File: src/rtl/rxd_pkg.sv
package rxd_pkg;

  localparam int SIDE_W = 4;

  typedef struct packed {
    logic pio2;
    logic pio1;
    logic sync;
    logic dir;
    logic nrdy;
  } ctrl_bits_t;

  function automatic ctrl_bits_t ctrl_decode(input logic [31:0] w);
    return ctrl_bits_t'(w[4:0]);
  endfunction

  function automatic logic [SIDE_W-1:0] side_of(input ctrl_bits_t c);
    return {c.pio2, c.pio1, c.dir, c.nrdy};
  endfunction

  function automatic logic susp_next(input logic cur, input int unsigned lvl,
                                     input int unsigned hi, input int unsigned lo);
    if (lvl >= hi) return 1'b1;
    if (lvl < lo)  return 1'b0;
    return cur;
  endfunction

  function automatic int unsigned fill_next(input int unsigned cnt,
                                            input logic push, input logic pop);
    case ({push, pop})
      2'b10:   return cnt + 1;
      2'b01:   return cnt - 1;
      default: return cnt;
    endcase
  endfunction

endpackage

File: src/rtl/rxd_classify.sv
module rxd_classify
  import rxd_pkg::*;
#(
  parameter int DW = 32
) (
  input  logic              clk,
  input  logic              rst_n,
  input  logic              rx_enable,
  input  logic              loopback,
  input  logic              in_valid,
  input  logic              in_is_ctrl,
  input  logic [DW-1:0]     in_word,
  input  logic              fifo_full,
  output logic              push,
  output logic              drop,
  output logic              ctrl_evt,
  output logic [DW:0]       wr_entry,
  output logic [SIDE_W-1:0] side_q
);

  logic       accept;
  logic       pend_q;
  ctrl_bits_t cb;

  assign accept   = in_valid && rx_enable && !loopback;
  assign ctrl_evt = accept && in_is_ctrl;
  assign push     = accept && !in_is_ctrl && !fifo_full;
  assign drop     = accept && !in_is_ctrl && fifo_full;
  assign cb       = ctrl_decode(in_word);
  assign wr_entry = {pend_q, in_word};

  always_ff @(posedge clk) begin
    if (!rst_n) begin
      side_q <= '0;
      pend_q <= 1'b0;
    end else begin
      if (ctrl_evt) begin
        side_q <= side_of(cb);
        if (cb.sync) pend_q <= 1'b1;
      end else if (push) begin
        pend_q <= 1'b0;
      end
    end
  end

endmodule

File: src/rtl/rxd_fifo.sv
module rxd_fifo
  import rxd_pkg::*;
#(
  parameter int EW    = 33,
  parameter int DEPTH = 16,
  localparam int AW    = $clog2(DEPTH),
  localparam int CNT_W = $clog2(DEPTH + 1)
) (
  input  logic             clk,
  input  logic             rst_n,
  input  logic             push,
  input  logic             pop,
  input  logic [EW-1:0]    wdata,
  output logic [EW-1:0]    rdata,
  output logic             empty,
  output logic             full,
  output logic [CNT_W-1:0] level
);

  logic [EW-1:0] mem [DEPTH];
  logic [AW-1:0] wr_ptr, rd_ptr;
  logic          pop_ok;

  assign empty  = (level == '0);
  assign full   = (32'(level) == DEPTH);
  assign pop_ok = pop && !empty;
  assign rdata  = mem[rd_ptr];

  function automatic logic [AW-1:0] ptr_inc(input logic [AW-1:0] p);
    if (32'(p) == DEPTH - 1) return '0;
    return p + 1'b1;
  endfunction

  always_ff @(posedge clk) begin
    if (push) mem[wr_ptr] <= wdata;
  end

  always_ff @(posedge clk) begin
    if (!rst_n) begin
      wr_ptr <= '0;
      rd_ptr <= '0;
      level  <= '0;
    end else begin
      if (push)   wr_ptr <= ptr_inc(wr_ptr);
      if (pop_ok) rd_ptr <= ptr_inc(rd_ptr);
      level <= CNT_W'(fill_next(32'(level), push, pop_ok));
    end
  end

endmodule

File: src/rtl/rxd_watermark.sv
module rxd_watermark
  import rxd_pkg::*;
#(
  parameter int CNT_W = 5
) (
  input  logic             clk,
  input  logic             rst_n,
  input  logic [CNT_W-1:0] level,
  input  logic [CNT_W-1:0] hi_mark,
  input  logic [CNT_W-1:0] lo_mark,
  output logic             suspend
);

  always_ff @(posedge clk) begin
    if (!rst_n) suspend <= 1'b0;
    else        suspend <= susp_next(suspend, 32'(level), 32'(hi_mark), 32'(lo_mark));
  end

endmodule

File: src/rtl/link_rx_demux.sv
module link_rx_demux
  import rxd_pkg::*;
#(
  parameter int DW    = 32,
  parameter int DEPTH = 16,
  localparam int CNT_W = $clog2(DEPTH + 1)
) (
  input  logic              clk,
  input  logic              rst_n,
  input  logic              rx_enable,
  input  logic              loopback,
  input  logic              in_valid,
  input  logic              in_is_ctrl,
  input  logic [DW-1:0]     in_word,
  input  logic [CNT_W-1:0]  hi_mark,
  input  logic [CNT_W-1:0]  lo_mark,
  input  logic              rd_en,
  input  logic              ovf_clr,
  output logic [DW-1:0]     rd_data,
  output logic              rd_sync,
  output logic              empty,
  output logic [CNT_W-1:0]  level,
  output logic              suspend,
  output logic              overflow,
  output logic [SIDE_W-1:0] side_status
);

  logic          push_evt, drop_evt, ctrl_evt, full_w;
  logic [DW:0]   wr_entry, rd_entry;

  rxd_classify #(.DW(DW)) u_cls (
    .clk(clk), .rst_n(rst_n), .rx_enable(rx_enable), .loopback(loopback),
    .in_valid(in_valid), .in_is_ctrl(in_is_ctrl), .in_word(in_word),
    .fifo_full(full_w), .push(push_evt), .drop(drop_evt), .ctrl_evt(ctrl_evt),
    .wr_entry(wr_entry), .side_q(side_status)
  );

  rxd_fifo #(.EW(DW + 1), .DEPTH(DEPTH)) u_fifo (
    .clk(clk), .rst_n(rst_n), .push(push_evt), .pop(rd_en), .wdata(wr_entry),
    .rdata(rd_entry), .empty(empty), .full(full_w), .level(level)
  );

  rxd_watermark #(.CNT_W(CNT_W)) u_wm (
    .clk(clk), .rst_n(rst_n), .level(level), .hi_mark(hi_mark),
    .lo_mark(lo_mark), .suspend(suspend)
  );

  assign rd_data = rd_entry[DW-1:0];
  assign rd_sync = rd_entry[DW];

  always_ff @(posedge clk) begin
    if (!rst_n)        overflow <= 1'b0;
    else if (drop_evt) overflow <= 1'b1;
    else if (ovf_clr)  overflow <= 1'b0;
  end

endmodule

File: config.mk
export PLATFORM = sky130hd
export DESIGN_NAME = link_rx_demux
export DESIGN_NICKNAME = d
export VERILOG_FILES = /design/src/rtl/rxd_pkg.sv /design/src/rtl/rxd_classify.sv /design/src/rtl/rxd_fifo.sv /design/src/rtl/rxd_watermark.sv /design/src/rtl/link_rx_demux.sv
export SDC_FILE = /design/constraint.sdc
export NUM_CORES = 1
export LEC_CHECK = 0
export BUFFER_PORTS_ARGS = -buffer_cell sky130_fd_sc_hd__buf_4
export CAP_MARGIN = 0
export CORE_MARGIN = 2
export CORE_UTILIZATION = 30
export CTS_CLUSTER_DIAMETER = 200
export DETAILED_ROUTE_END_ITERATION = 12
export PLACE_DENSITY = 0.57
export SLEW_MARGIN = 20
export SYNTH_ARGS = -nofsm -noshare
export SYNTH_HDL_FRONTEND = slang
export SYNTH_SLANG_ARGS = --single-unit
File: constraint.sdc
create_clock -name clk -period 3.6 [get_ports clk]
set_input_delay 0.18 -clock clk [delete_from_list [all_inputs] [get_ports clk]]
set_output_delay 0.18 -clock clk [all_outputs]
set_load 0.02 [all_outputs]
Word-level counts from Yosys, hierarchy flattened
Memories as Yosys holds them, arrays and structs flattened. A register that Yosys moved wholly into a read port is not among the register bits.
Cells that the tools add are included.
Widths: inputs -> output; s select.
{"block": "word_totals", "mem_bits_rw": 528, "output_inout_bits": 45, "mem_count": 1, "register_bits": 20}
{"memory": "u_fifo.mem", "words": 16, "width": 33, "rd": 1, "rd_clocked_by_memory_dff": 1, "write_ports": 1, "line": "rxd_fifo.sv:20", "text": "logic [EW-1:0] mem [DEPTH];"}
{"block": "op_classes", "reduce_logical": 17, "n_eq_ne": 6, "muxes": 29, "n_addsub": 4, "n_lt_le_gt_ge": 2}
{"op": "$mux 4", "n": 6}
{"op": "$mux 1", "n": 22}
{"op": "$pmux 5 s2", "n": 1}
{"op": "$add 4x1->4 const B", "n": 2}
{"op": "$eq 4x4->1 const B", "n": 2}
{"op": "$reduce_bool 2->1", "n": 4}
{"op": "$logic_and 1x1->1", "n": 7}
{"op": "$add 5x1->5 const B", "n": 1}
{"op": "$eq 5x5->1 const B", "n": 1}
{"op": "$ge 5x5->1", "n": 1}
{"op": "$logic_not 5->1", "n": 1}
{"op": "$lt 5x5->1", "n": 1}
{"op": "$sub 5x1->5 const B", "n": 1}
{"op": "$logic_not 1->1", "n": 4}
{"op": "$eq 2x1->1 const B", "n": 1}
{"op": "$eq 2x2->1 const B", "n": 1}
{"op": "$ne 2x2->1 const B", "n": 1}
{"op": "$reduce_and 2->1", "n": 1}

Depth between registers and ports, before layout
Gate-level depths: netlist (run 1).
{"block": "depth", "ltp_word": 8, "depth_mapped": 12}

By module
Synthesis (run 1) repeated with hierarchy kept, for this count alone.
{"block": "unflattened", "cells_unflattened": 1026, "hier_area_um2": 21523.1}
{"module": "rxd_fifo", "instances": 1, "cells_each": 930, "area_each_um2": 20748.6}
{"module": "rxd_classify", "instances": 1, "cells_each": 60, "area_each_um2": 483.0}
{"module": "rxd_watermark", "instances": 1, "cells_each": 33, "area_each_um2": 250.2}
{"module": "link_rx_demux", "instances": 1, "cells_each": 3, "area_each_um2": 41.3}

Worst setup path after synthesis (run 1)
OpenSTA, ideal clock, no wires.
{"block": "synth_path", "path_kind": "reg2reg", "startpoint": "reg u_fifo.level[2]", "endpoint": "mem u_fifo.mem[0][0], enable pin", "setup_time_ns": 0.464, "n_path_buf": 1, "t_arrival_ns": 3.556, "stages_incl_launch_ff": 6, "slack_ns": -0.420, "required_time_ns": 3.136, "cell_sequence": "dfxtp_1 -> buf_2 -> nor4_1 -> a21boi_2 -> nand2_1 -> nor3_1"}
{"block": "synth_via", "elab_chain_cells": 5}
{"element": "start, declared", "line": "rxd_fifo.sv:17", "text": "output logic [CNT_W-1:0] level"}
{"element": "start signal, assigned", "line": "rxd_fifo.sv:46", "text": "level <= CNT_W'(fill_next(32'(level), push, pop_ok));"}
{"element": "$eq 5x5->1", "line": "rxd_fifo.sv:25", "text": "assign full = (32'(level) == DEPTH);"}
{"element": "$logic_not 1->1", "line": "rxd_classify.sv:27", "text": "assign push = accept && !in_is_ctrl && !fifo_full;"}
{"element": "$logic_and 1x1->1", "line": "rxd_classify.sv:27"}
{"element": "$mux 1", "line": "rxd_fifo.sv:35", "text": "if (push) mem[wr_ptr] <= wdata;"}
{"element": "$mux 1 (not written as such)", "line": "rxd_fifo.sv:35"}
{"element": "end, declared", "line": "rxd_fifo.sv:20"}
Every way passes these cells.

Worst setup path after layout (run 1)
{"block": "layout_path", "startpoint": "reg u_fifo.level[3]", "endpoint": "reg u_fifo.level[2]"}
{"block": "layout_via", "elab_chain_cells": 5, "elab_cells_between_ends": 10, "cone_classes": "3 x eq/ne; 1 x mux; 6 x reduce/logical"}
{"element": "$eq 5x5->1 or $logic_not 5->1 (tied branches)", "line": "rxd_fifo.sv:25, rxd_fifo.sv:24"}
{"element": "$logic_not 1->1 (on tied branches)", "line": "rxd_classify.sv:27, rxd_fifo.sv:26"}
{"element": "$logic_and 1x1->1 (on tied branches)", "line": "rxd_classify.sv:27, rxd_fifo.sv:26"}
{"element": "$eq 2x1->1 or $eq 2x2->1 (tied branches)", "line": "rxd_pkg.sv:30", "text": "case ({push, pop})"}
{"element": "$pmux 5 s2 or $reduce_bool 2->1 (tied branches)"}
Parallel ways exist; a longest one is shown, timed or not.
A chain may end at the register's enable or synchronous reset.

==> results of run 1 <==
-- Yosys cell counts (5+ instances only) --
cell type and instances:
a21oi_1 7, a22oi_1 66, buf_1 8, buf_2 12, buf_6 8, clkbuf_1 25, dfxtp_1 24, edfxtp_1 528
ha_1 17, inv_1 18, mux2i_1 9, mux4_2 132, nand2_1 46, nand2b_1 5, nor2_1 28, nor3_1 6
o21ai_0 6, xor2_1 6
-- stage by stage --
| step | utilization [%] | hold WS [ns] | worst slack, ns | power (uW) |
|---|---|---|---|---|
| after floorplan | - | 0.2789 | 0.4750 | 9552 |
| after global placement | 33.25 | 0.4631 | 0.6669 | 10450 |
| after detailed placement | 33.25 | 0.4648 | 0.5683 | 10480 |
| after CTS | 36.37 | 0.06740 | 0.5081 | 16240 |
| after global routing | 36.37 | 0.1202 | 0.2766 | 16680 |
| final | 36.37 | 0.1000 | 0.5407 | 16020 |
-- sequential cells by signal (all words and copies together) (netlist names), named ones only --
name	cells
u_fifo.level	5
u_cls.pend_q	1
u_fifo.wr_ptr	4
overflow	1
u_cls.side_q	4
u_fifo.mem	528
u_wm.suspend	1
u_fifo.rd_ptr	4
-- power breakdown --
part | internal, uW | switching [uW]
Combinational | 1540 | 1470
Clock | 3300 | 2430
Sequential | 7090 | 190
-- timing repair --
action | CTS | global route
setup buffers | 0 | 0
hold buffers | 35 | 0
hold endpoints to repair | 525 | 0
-- final cells by class --
class	count	area share, %
sequential	552	64.17
timing repair buffer	160	5.355
clock buffer	69	5.817
tap	940	4.618
inverter	18	0.2653
clock inverter	37	1.371
multi-input combinational	367	18.40
-- critical path, cell delays in order (launching register included) --
cell and delay, ns:
dfxtp_1 0.41, or4_4 0.62, o21ai_2 0.27, inv_1 0.11, ha_1 0.31, xor2_1 0.19
ha_1 0.20, a21oi_1 0.28, xor2_1 0.13, or3_1 0.33, a21oi_1 0.14
-- cell families after synthesis --
kind of cell               count (synthesis)  synth area share, %
DFF                                      552                77.01
muxes                                    142                14.49
and+or+nand+nor                          103                2.200
AOI/OAI and AO/OA                         99                3.403
buffers and inverters                     72                1.646
adders and majority gates                 17                1.003
xor gates and xnor gates                   6               0.2477
-- metal layers --
layer / GRT usage (%) / vias to the layer above
li1: - / 4472
met1: 17.82 / 5527
met2: 20.96 / 282
met3: 2.329 / 71
met4: 3.231 / 0
met5: 0 / -
-- worst max-delay path by stage --
stage	from	to	slack [ns]	cells past startpoint
after CTS	flop	rd_data[0]	0.51	5
after global placement	u_fifo.level[3]	u_fifo.level[2]	0.67	10
after detailed placement	u_fifo.level[3]	u_fifo.level[2]	0.57	10
final	u_fifo.level[3]	u_fifo.level[2]	0.54	10
after global routing	u_fifo.level[3]	u_fifo.level[4]	0.28	10
after floorplan	u_fifo.level[2]	u_fifo.mem[10][0]	0.47	5
==> key figures, run 1 <==
Logic synthesis
  – Post-Syn Area: 0.02121 mm^2
  – Share of the synthesized area in the top cell type: 74.74%
  – Dominant cell type by area after synthesis: edfxtp_1
  – Synth Area per Inst: 21.41 um^2
  – Yosys reg bits: 552
  – Sequential fraction of the synthesis area: 77.01%
  – Synthesized Nets: 1058
  – EDFF count, synth: 528
  – Synth Instances: 991
  – Ys Warns: 0
  – Library cells used by synthesis: 43
  – Async S/R FF share, synth: 0%
  – Area contributors post-synth: edfxtp_1, mux4_2, a22oi_1, dfxtp_1, ha_1
  – Post-synth top flop: edfxtp_1

GRT
  – Largest net degree at the start of global routing: 52
  – Global-route wire length before repair: 70390 um
  – Vias in the first global route: 10846
  – Initial antenna violation count: 0
  – GR Overflow Total: 0
  – Total track usage: 12.86%

Routing
  – Drc violations: 0
  – Routed WL: 47390 um
  – Met2 wire length: 22990 um
  – Wire per inst: 22.11 um
  – DRT iter0 DRCs: 969
  – M1 WL: 21200 um
  – Post-DRT Antenna Nets: 0
  – Routed vias/inst: 4.831
  – Top routing layer used: met4
  – DR vias: 10352
  – Met3 routed wirelength: 2302 um
  – DR pass1 iterations: 5

Finish
  – Fraction of layout cells with a size suffix above 1: 30.42%
  – Commonest non-fill, non-tap cell in the layout: edfxtp_1
  – # nets final: 1223
  – Post-Layout Inst Area: 0.02547 mm^2
  – Most frequent cells in the layout: edfxtp_1, mux4_2, buf_4
  – Reg area: 0.01634 mm^2
  – Layout area overhead: 20.06%
  – Non-Filler Instances: 2143
  – Number of inserted diodes: 0
  – Multi-input logic area: 0.004687 mm^2
  – Fillers: 6432

STA
  – Post-Route Setup TNS: 0 ns
  – Fin Clk Skew: 0.03269 ns
  – Slew HR: 25.44%
  – Max-slew violation count: 0
  – Max Fclk: 326.9 MHz
  – Final setup viols: 0
  – Fin crit period: 3.059 ns
  – RSZ-0062 raised after global routing: no
  – Worst Tran Pin Value: 1.118 ns
  – Period utilization: 84.98%
  – Final hold vios: 0

Worst hold path
  – Hold Path Depth: 5
  – Hold Path Origin: lo_mark[3]
  – Worst min-delay path class: input pin to flop
  – WHS Endpoint: u_wm.suspend

Clocking
  – Clock root buffer: clkbuf_16
  – Total CTS buffers: 57
  – H-tree Lvls: 2
  – TritonCTS clock tree: done
  – Post-CTS sizing: 0
  – Clock Latency Late Sink: 0.63 ns
  – Sink Count: 552
  – Clock tree buffer depth: 3
  – Worst-path clk slew: 0.06 ns

Critical path
  – Worst R2R Start: u_fifo.level[3]
  – Crit path max fanout: 10
  – Cells on worst reg2reg path: 10
  – Critical path class: flop to flop
  – Startpoint Class: flop
  – Crit path required time: 4.13 ns
  – R2R Setup Slk: 0.54 ns
  – CP Capture Type: flop
  – Critical R2R Capture: u_fifo.level[2]
  – Critical Path AT: 3.59 ns

Placed design
  – DP Area: 0.02329 mm^2
  – Final HPWL DP: 25790 um
  – PortBufs: 94
  – DP Cell Count: 2002
  – Gpl congestion: 0.7304

Die
  – Die X: 269.9 um
  – I/O pins: 95
  – Placement Rows: 97
  – Die ar.: 0.07285 mm^2
  – CORE AREA: 0.07003 mm^2
  – Initial core utilization: 30.29%
  – Die Ht: 269.9 um

Status
  – Status: finished clean

Power and ir drop
  – VDD IR max: 354.8 uV
  – Power per cell area: 629.1 mW/mm^2
  – Pleak: 0.008069 uW

Run
  – Max-cap viol count: 0
Note: power is estimated with default switching activity, not from simulation.
==> inputs of run 2 (changes only) <==
- clock period: 3.6 -> 2.7 ns (I/O delays scaled with it)
==> run 2 against run 1 <==
  * Core utilization is 0.63 points higher
  * Design area is 1.7% higher
  * Register-to-register slack worse by 0.42 ns
  * Count of clock-buffer cells in the layout is 4 higher
  * Combinational power is 55% higher
  * Sequential power is 32% higher
  * Non-clock buffer count is 34 higher
  * First-iteration DRC count is 25% lower
  * Clock power is 23% higher
  * Worst setup slack worse by 0.46 ns
  * Global-route usage hardly changed
  * Hold slack worse by 0.024 ns
==> key figures, run 2 (synthesis results as in run 1) <==
Status
  – Status: finished clean

Die
  – Die ar.: 0.07285 mm^2
  – Initial core utilization: 30.29%
  – Die X: 269.9 um
  – Placement Rows: 97
  – Die Ht: 269.9 um
  – CORE AREA: 0.07003 mm^2
  – I/O pins: 95

Clocking
  – Sink Count: 552
  – Total CTS buffers: 56
  – Clock tree buffer depth: 3
  – Clock Latency Late Sink: 0.60 ns
  – H-tree Lvls: 2
  – Worst-path clk slew: 0.06 ns
  – TritonCTS clock tree: done
  – Clock root buffer: clkbuf_16

GRT
  – Vias in the first global route: 10907
  – Met1 usage: 17.83%
  – Largest net degree at the start of global routing: 39
  – Met2 Use GR: 21.40%
  – Initial antenna violation count: 0
  – Grt peak-use layer: met2
  – Total track usage: 12.89%
  – Routing usage on met3: 1.823%
  – Global-route wire length before repair: 70530 um
  – GR Overflow Total: 0

Finish
  – Most frequent cells in the layout: edfxtp_1, buf_4, mux4_2
  – Commonest non-fill, non-tap cell in the layout: edfxtp_1
  – Number of inserted diodes: 0
  – Reg area: 0.01635 mm^2
  – Multi-input logic area: 0.004738 mm^2
  – Fraction of layout cells with a size suffix above 1: 32.90%
  – Top Registers: u_fifo.mem: 528 flops, u_fifo.level: 5 flops
  – Most flop-heavy register: u_fifo.mem
  – Layout area overhead: 22.12%
  – Fin util: 36.99%
  – # nets final: 1256
  – Max FFs per register: 528
  – Fillers: 6412

STA
  – Final worst-path setup slack: 0.08061 ns
  – Max Fclk: 381.8 MHz
  – Max-slew violation count: 0
  – Final setup viols: 0
  – Fin crit period: 2.619 ns
  – Slew HR: 34.80%
  – RSZ-0062 raised after global routing: no
  – Post-Route Setup TNS: 0 ns
  – Period utilization: 97.01%
  – Fin Clk Skew: 0.02043 ns
  – Final hold vios: 0
  – Worst Tran Pin Value: 0.9756 ns

Placed design
  – Place WS: 0.1315 ns
  – Final HPWL DP: 25970 um
  – Gpl congestion: 0.7016
  – PortBufs: 94

Critical path
  – Crit path required time: 2.57 ns
  – CP Capture Type: output port
  – Startpoint Class: flop
  – Crit path max fanout: 17
  – Critical Path AT: 2.48 ns
  – Critical path class: flop to output port

Worst hold path
  – Worst min-delay path class: input pin to flop

Routing
  – Routed WL: 47470 um
  – Drc violations: 0
  – DR pass1 iterations: 5
  – Post-DRT Antenna Nets: 0
  – DRT iter0 DRCs: 724
  – Wire per inst: 21.89 um
  – Routed vias/inst: 4.749
  – DR vias: 10296

Power and ir drop
  – Post-layout power: 21300 uW
  – VDD IR max: 583.9 uV
  – Power per cell area: 822.1 mW/mm^2
  – Pleak: 0.008243 uW

Run
  – Max-cap viol count: 0
[run 2: stage by stage]
stage	hold WS [ns]	area [um^2]	instances
2_1_floorplan	0.2339	21280	991
3_3_place_gp	0.4282	23630	2026
3_5_place_dp	0.4414	23630	2026
4_1_cts	0.04459	25800	2164
5_1_grt	0.08977	25910	2168
6_report	0.07603	25910	2168
[run 2: per-layer routing]
metal / wire length [um] / vias up
li1: - / 4541
met2: 23270 / 260
met4: 766 / 0
met5: 0 / -
met3: 2235 / 57
met1: 21190 / 5438
[run 2: layout make-up]
| cell class | instances | share of cell area, % |
|---|---|---|
| clock buffer | 73 | 5.738 |
| clock inverter | 24 | 0.5892 |
| inverter | 18 | 0.2608 |
| multi-input combinational | 367 | 18.29 |
| sequential | 552 | 63.11 |
| tap | 940 | 4.540 |
| timing repair buffer | 194 | 7.476 |
[run 2: path summary, 6_finish.rpt]
kind	start	cells past startpoint	slack (ns)	end
min reg2reg	u_wm.suspend	2	0.49	u_wm.suspend
min	lo_mark[3]	5	0.08	u_wm.suspend
max reg2reg	u_fifo.level[1]	10	0.12	u_fifo.level[4]
max	flop	5	0.08	rd_data[22]
[run 2: critical path, stage by stage (launching register included)]
cell and delay, ns:
dfxtp_1 0.38, nor2_4 0.79, buf_4 0.31, a22oi_1 0.08
nand2_1 0.14, buf_4 0.17
[run 2: report_power, final]
part | leakage, uW | total [uW] | internal (uW) | switching [uW]
Combinational | 0.00250 | 4670 | 2480 | 2190
Clock | 0.000795 | 7030 | 3950 | 3090
Sequential | 0.00495 | 9590 | 9460 | 128
[run 2: what timing repair did]
action	4_1_cts	5_1_grt
endpoints found under the setup margin	12	10
cloned	3	1
resized for setup	5	9
pin swaps	1	0
hold buffers	35	0
setup buffers	3	3
hold endpoints to repair	525	0
==> inputs of run 3 (changes only) <==
- ABC_AREA: not set -> 1
- CELL_PAD_IN_SITES_DETAIL_PLACEMENT: not set -> 0
- CELL_PAD_IN_SITES_GLOBAL_PLACEMENT: not set -> 1
- CORE_MARGIN: 2 -> not set
- PLACE_DENSITY: 0.57 -> 0.65
==> run 3 against run 2 <==
  * Non-clock buffer count shrank 6
  * Combinational power grew 36%
  * Sequential power about the same
  * Register-to-register slack better by 0.20 ns
  * Synthesized cell count rose by 90%
  * Critical path type unchanged
  * Design area increased by 6.4%
  * Routed wire length grew 15%
==> key figures, run 3 <==
Routing
  – Met2 wire length: 25900 um
  – Drc violations: 0
  – Wire per inst: 17.67 um
  – Routed WL: 54730 um
  – M1 WL: 25510 um
  – Routed vias/inst: 4.577
  – DR pass1 iterations: 5
  – DR vias: 14179
  – Met3 routed wirelength: 2245 um
  – Top routing layer used: met4
  – DRT iter0 DRCs: 1121
  – Post-DRT Antenna Nets: 0

Finish
  – Fillers: 7348
  – Top Registers: u_fifo.mem: 528 flops, u_fifo.level: 5 flops
  – # nets final: 2089
  – Most frequent cells in the layout: edfxtp_1, inv_1, nand3_1
  – Max FFs per register: 528
  – Layout area overhead: 18.53%
  – Commonest non-fill, non-tap cell in the layout: edfxtp_1
  – Post-Layout Inst Area: 0.02757 mm^2
  – Most flop-heavy register: u_fifo.mem
  – Fraction of layout cells with a size suffix above 1: 16.05%
  – Number of inserted diodes: 0
  – Non-Filler Instances: 3098

Critical path
  – Critical path class: flop to output port
  – Startpoint Class: flop
  – Cells on worst reg2reg path: 14
  – CP max stage delay: 0.43 ns
  – Critical Path AT: 2.42 ns
  – CP Depth: 7
  – Critical path's slowest cell: dfxtp_4
  – CP Capture Type: output port
  – WP buf/inv: 2
  – Crit path required time: 2.57 ns
  – Crit path max fanout: 126
  – Worst R2R Start: u_fifo.level[1]
  – Ordered cell list for the critical path: buf_12 > nand2_1 > o211ai_1 > nand3_1 > nand3_1 > nand2_1 > buf_4
  – Cell family with most CP delay: buffers and inverters

Logic synthesis
  – Area contributors post-synth: edfxtp_1, inv_1, nand3_1, a21oi_1, o21ai_0
  – Ys Warns: 0
  – Synth Area per Inst: 12.35 um^2
  – Sequential fraction of the synthesis area: 70.22%
  – Count leader, synth: edfxtp_1
  – EDFF count, synth: 528
  – Share of the synthesized area in the top cell type: 68.16%
  – Async S/R FF share, synth: 0%
  – Synthesized Nets: 1951
  – Yosys reg bits: 552
  – Library cells used by synthesis: 23
  – Top post-synthesis cells by count: edfxtp_1, inv_1, nand3_1, nand2_1, a21oi_1
  – Post-Syn Area: 0.02326 mm^2
  – Dominant cell type by area after synthesis: edfxtp_1
  – Post-synth top flop: edfxtp_1
  – Synth Instances: 1884

Die
  – CORE AREA: 0.07633 mm^2
  – Die Ht: 280.5 um
  – Die X: 280.5 um
  – Placement Rows: 101
  – I/O pins: 95
  – Initial core utilization: 30.48%
  – Die ar.: 0.07866 mm^2

STA
  – Final hold vios: 0
  – Period utilization: 94.52%
  – Fin Clk Skew: 0.03988 ns
  – Max-slew violation count: 0
  – RSZ-0062 raised after global routing: yes
  – Worst Tran Pin Value: 0.8305 ns
  – Final worst-path setup slack: 0.1480 ns
  – Fin crit period: 2.552 ns
  – Final setup viols: 0
  – Max Fclk: 391.9 MHz
  – Post-Route Setup TNS: 0 ns
  – Slew HR: 44.55%

Clocking
  – Clock Latency Late Sink: 0.62 ns
  – Total CTS buffers: 58
  – H-tree Lvls: 2
  – Clock tree buffer depth: 3
  – Worst-path clk slew: 0.06 ns
  – TritonCTS clock tree: done
  – Clock root buffer: clkbuf_16
  – Sink Count: 552

Placed design
  – DP Cell Count: 2953
  – DP Area: 0.02531 mm^2
  – Gpl congestion: 0.7728
  – Final HPWL DP: 31830 um
  – Place WS: 0.3222 ns
  – PortBufs: 94

Status
  – Status: finished clean

Power and ir drop
  – Pleak: 0.009894 uW
  – Power per cell area: 862.7 mW/mm^2
  – VDD IR max: 549.1 uV
  – Post-layout power: 23790 uW

GRT
  – Vias in the first global route: 14076
  – GR Overflow Total: 0
  – Largest net degree at the start of global routing: 127
  – Initial antenna violation count: 0
  – Global-route wire length before repair: 84160 um
  – Total track usage: 13.89%

Worst hold path
  – Worst min-delay path class: input pin to flop
  – Hold Path Origin: hi_mark[0]
  – Hold Path Depth: 6

Run
  – Max-cap viol count: 0
[run 3: cell count changes after synthesis, moves of 131 or more]
cell | previous run | this run
inv_1 | 18 | 311
nand3_1 | 3 | 211
o21ai_0 | 6 | 142
a21oi_1 | 7 | 149
nand2_1 | 46 | 177
mux4_2 | 132 | 0
[run 3: worst paths after layout]
path	to	slack (ns)
min reg2reg	u_wm.suspend	0.47
max reg2reg	u_fifo.level[2]	0.32
min	u_wm.suspend	0.07
max	rd_data[11]	0.15
[run 3: layer usage]
layer	global-route usage, %	up-vias
li1	-	6910
met1	19.33	6940
met2	22.71	264
met3	2.007	65
met4	3.405	0
met5	0	-
[run 3: power breakdown]
part | switching, uW | internal (uW) | leakage (uW)
logic | 4020 | 2310 | 0.00405
registers | 141 | 9470 | 0.00495
clock network | 3310 | 4530 | 0.000896
[run 3: what timing repair did]
item	CTS	global route
gates resized for setup	0	3
endpoints found under the hold margin	533	0
setup endpoints to repair	0	12
hold buffers	39	0
setup buffers	0	0
[run 3: through the flow]
| step | hold slack [ns] | util, % |
|---|---|---|
| after floorplan | 0.2339 | - |
| after global placement | 0.3957 | 33.16 |
| after detailed placement | 0.4093 | 33.16 |
| after CTS | 0.03880 | 36.12 |
| after global routing | 0.1136 | 36.13 |
| final | 0.06663 | 36.13 |
[run 3: cell type report]
cell class | instances | area (um^2) | area share [%]
clock buffer | 71 | 1500 | 5.441
tap | 1030 | 1289 | 4.674
timing repair buffer | 188 | 1734 | 6.289
sequential | 552 | 16350 | 59.29
multi-input combinational | 911 | 5167 | 18.74
inverter | 311 | 1167 | 4.234
clock inverter | 35 | 367.9 | 1.334
[run 3: worst min-delay path, cell delays in order]
cell and delay, ns:
buf_4 0.08, ha_1 0.12, nand4_1 0.08, nor2_1 0.09, nor2_1 0.05, a21oi_1 0.10
[run 3: cell families after synthesis]
group                      count (synthesis)  share of synthesized area [%]
buffers and inverters                    421                          8.068
DFF                                      552                          70.22
AOI/OAI and AO/OA                        423                          11.47
xor gates and xnor gates                   5                         0.1883
and+or+nand+nor                          466                          9.138
adders and majority gates                 17                         0.9144
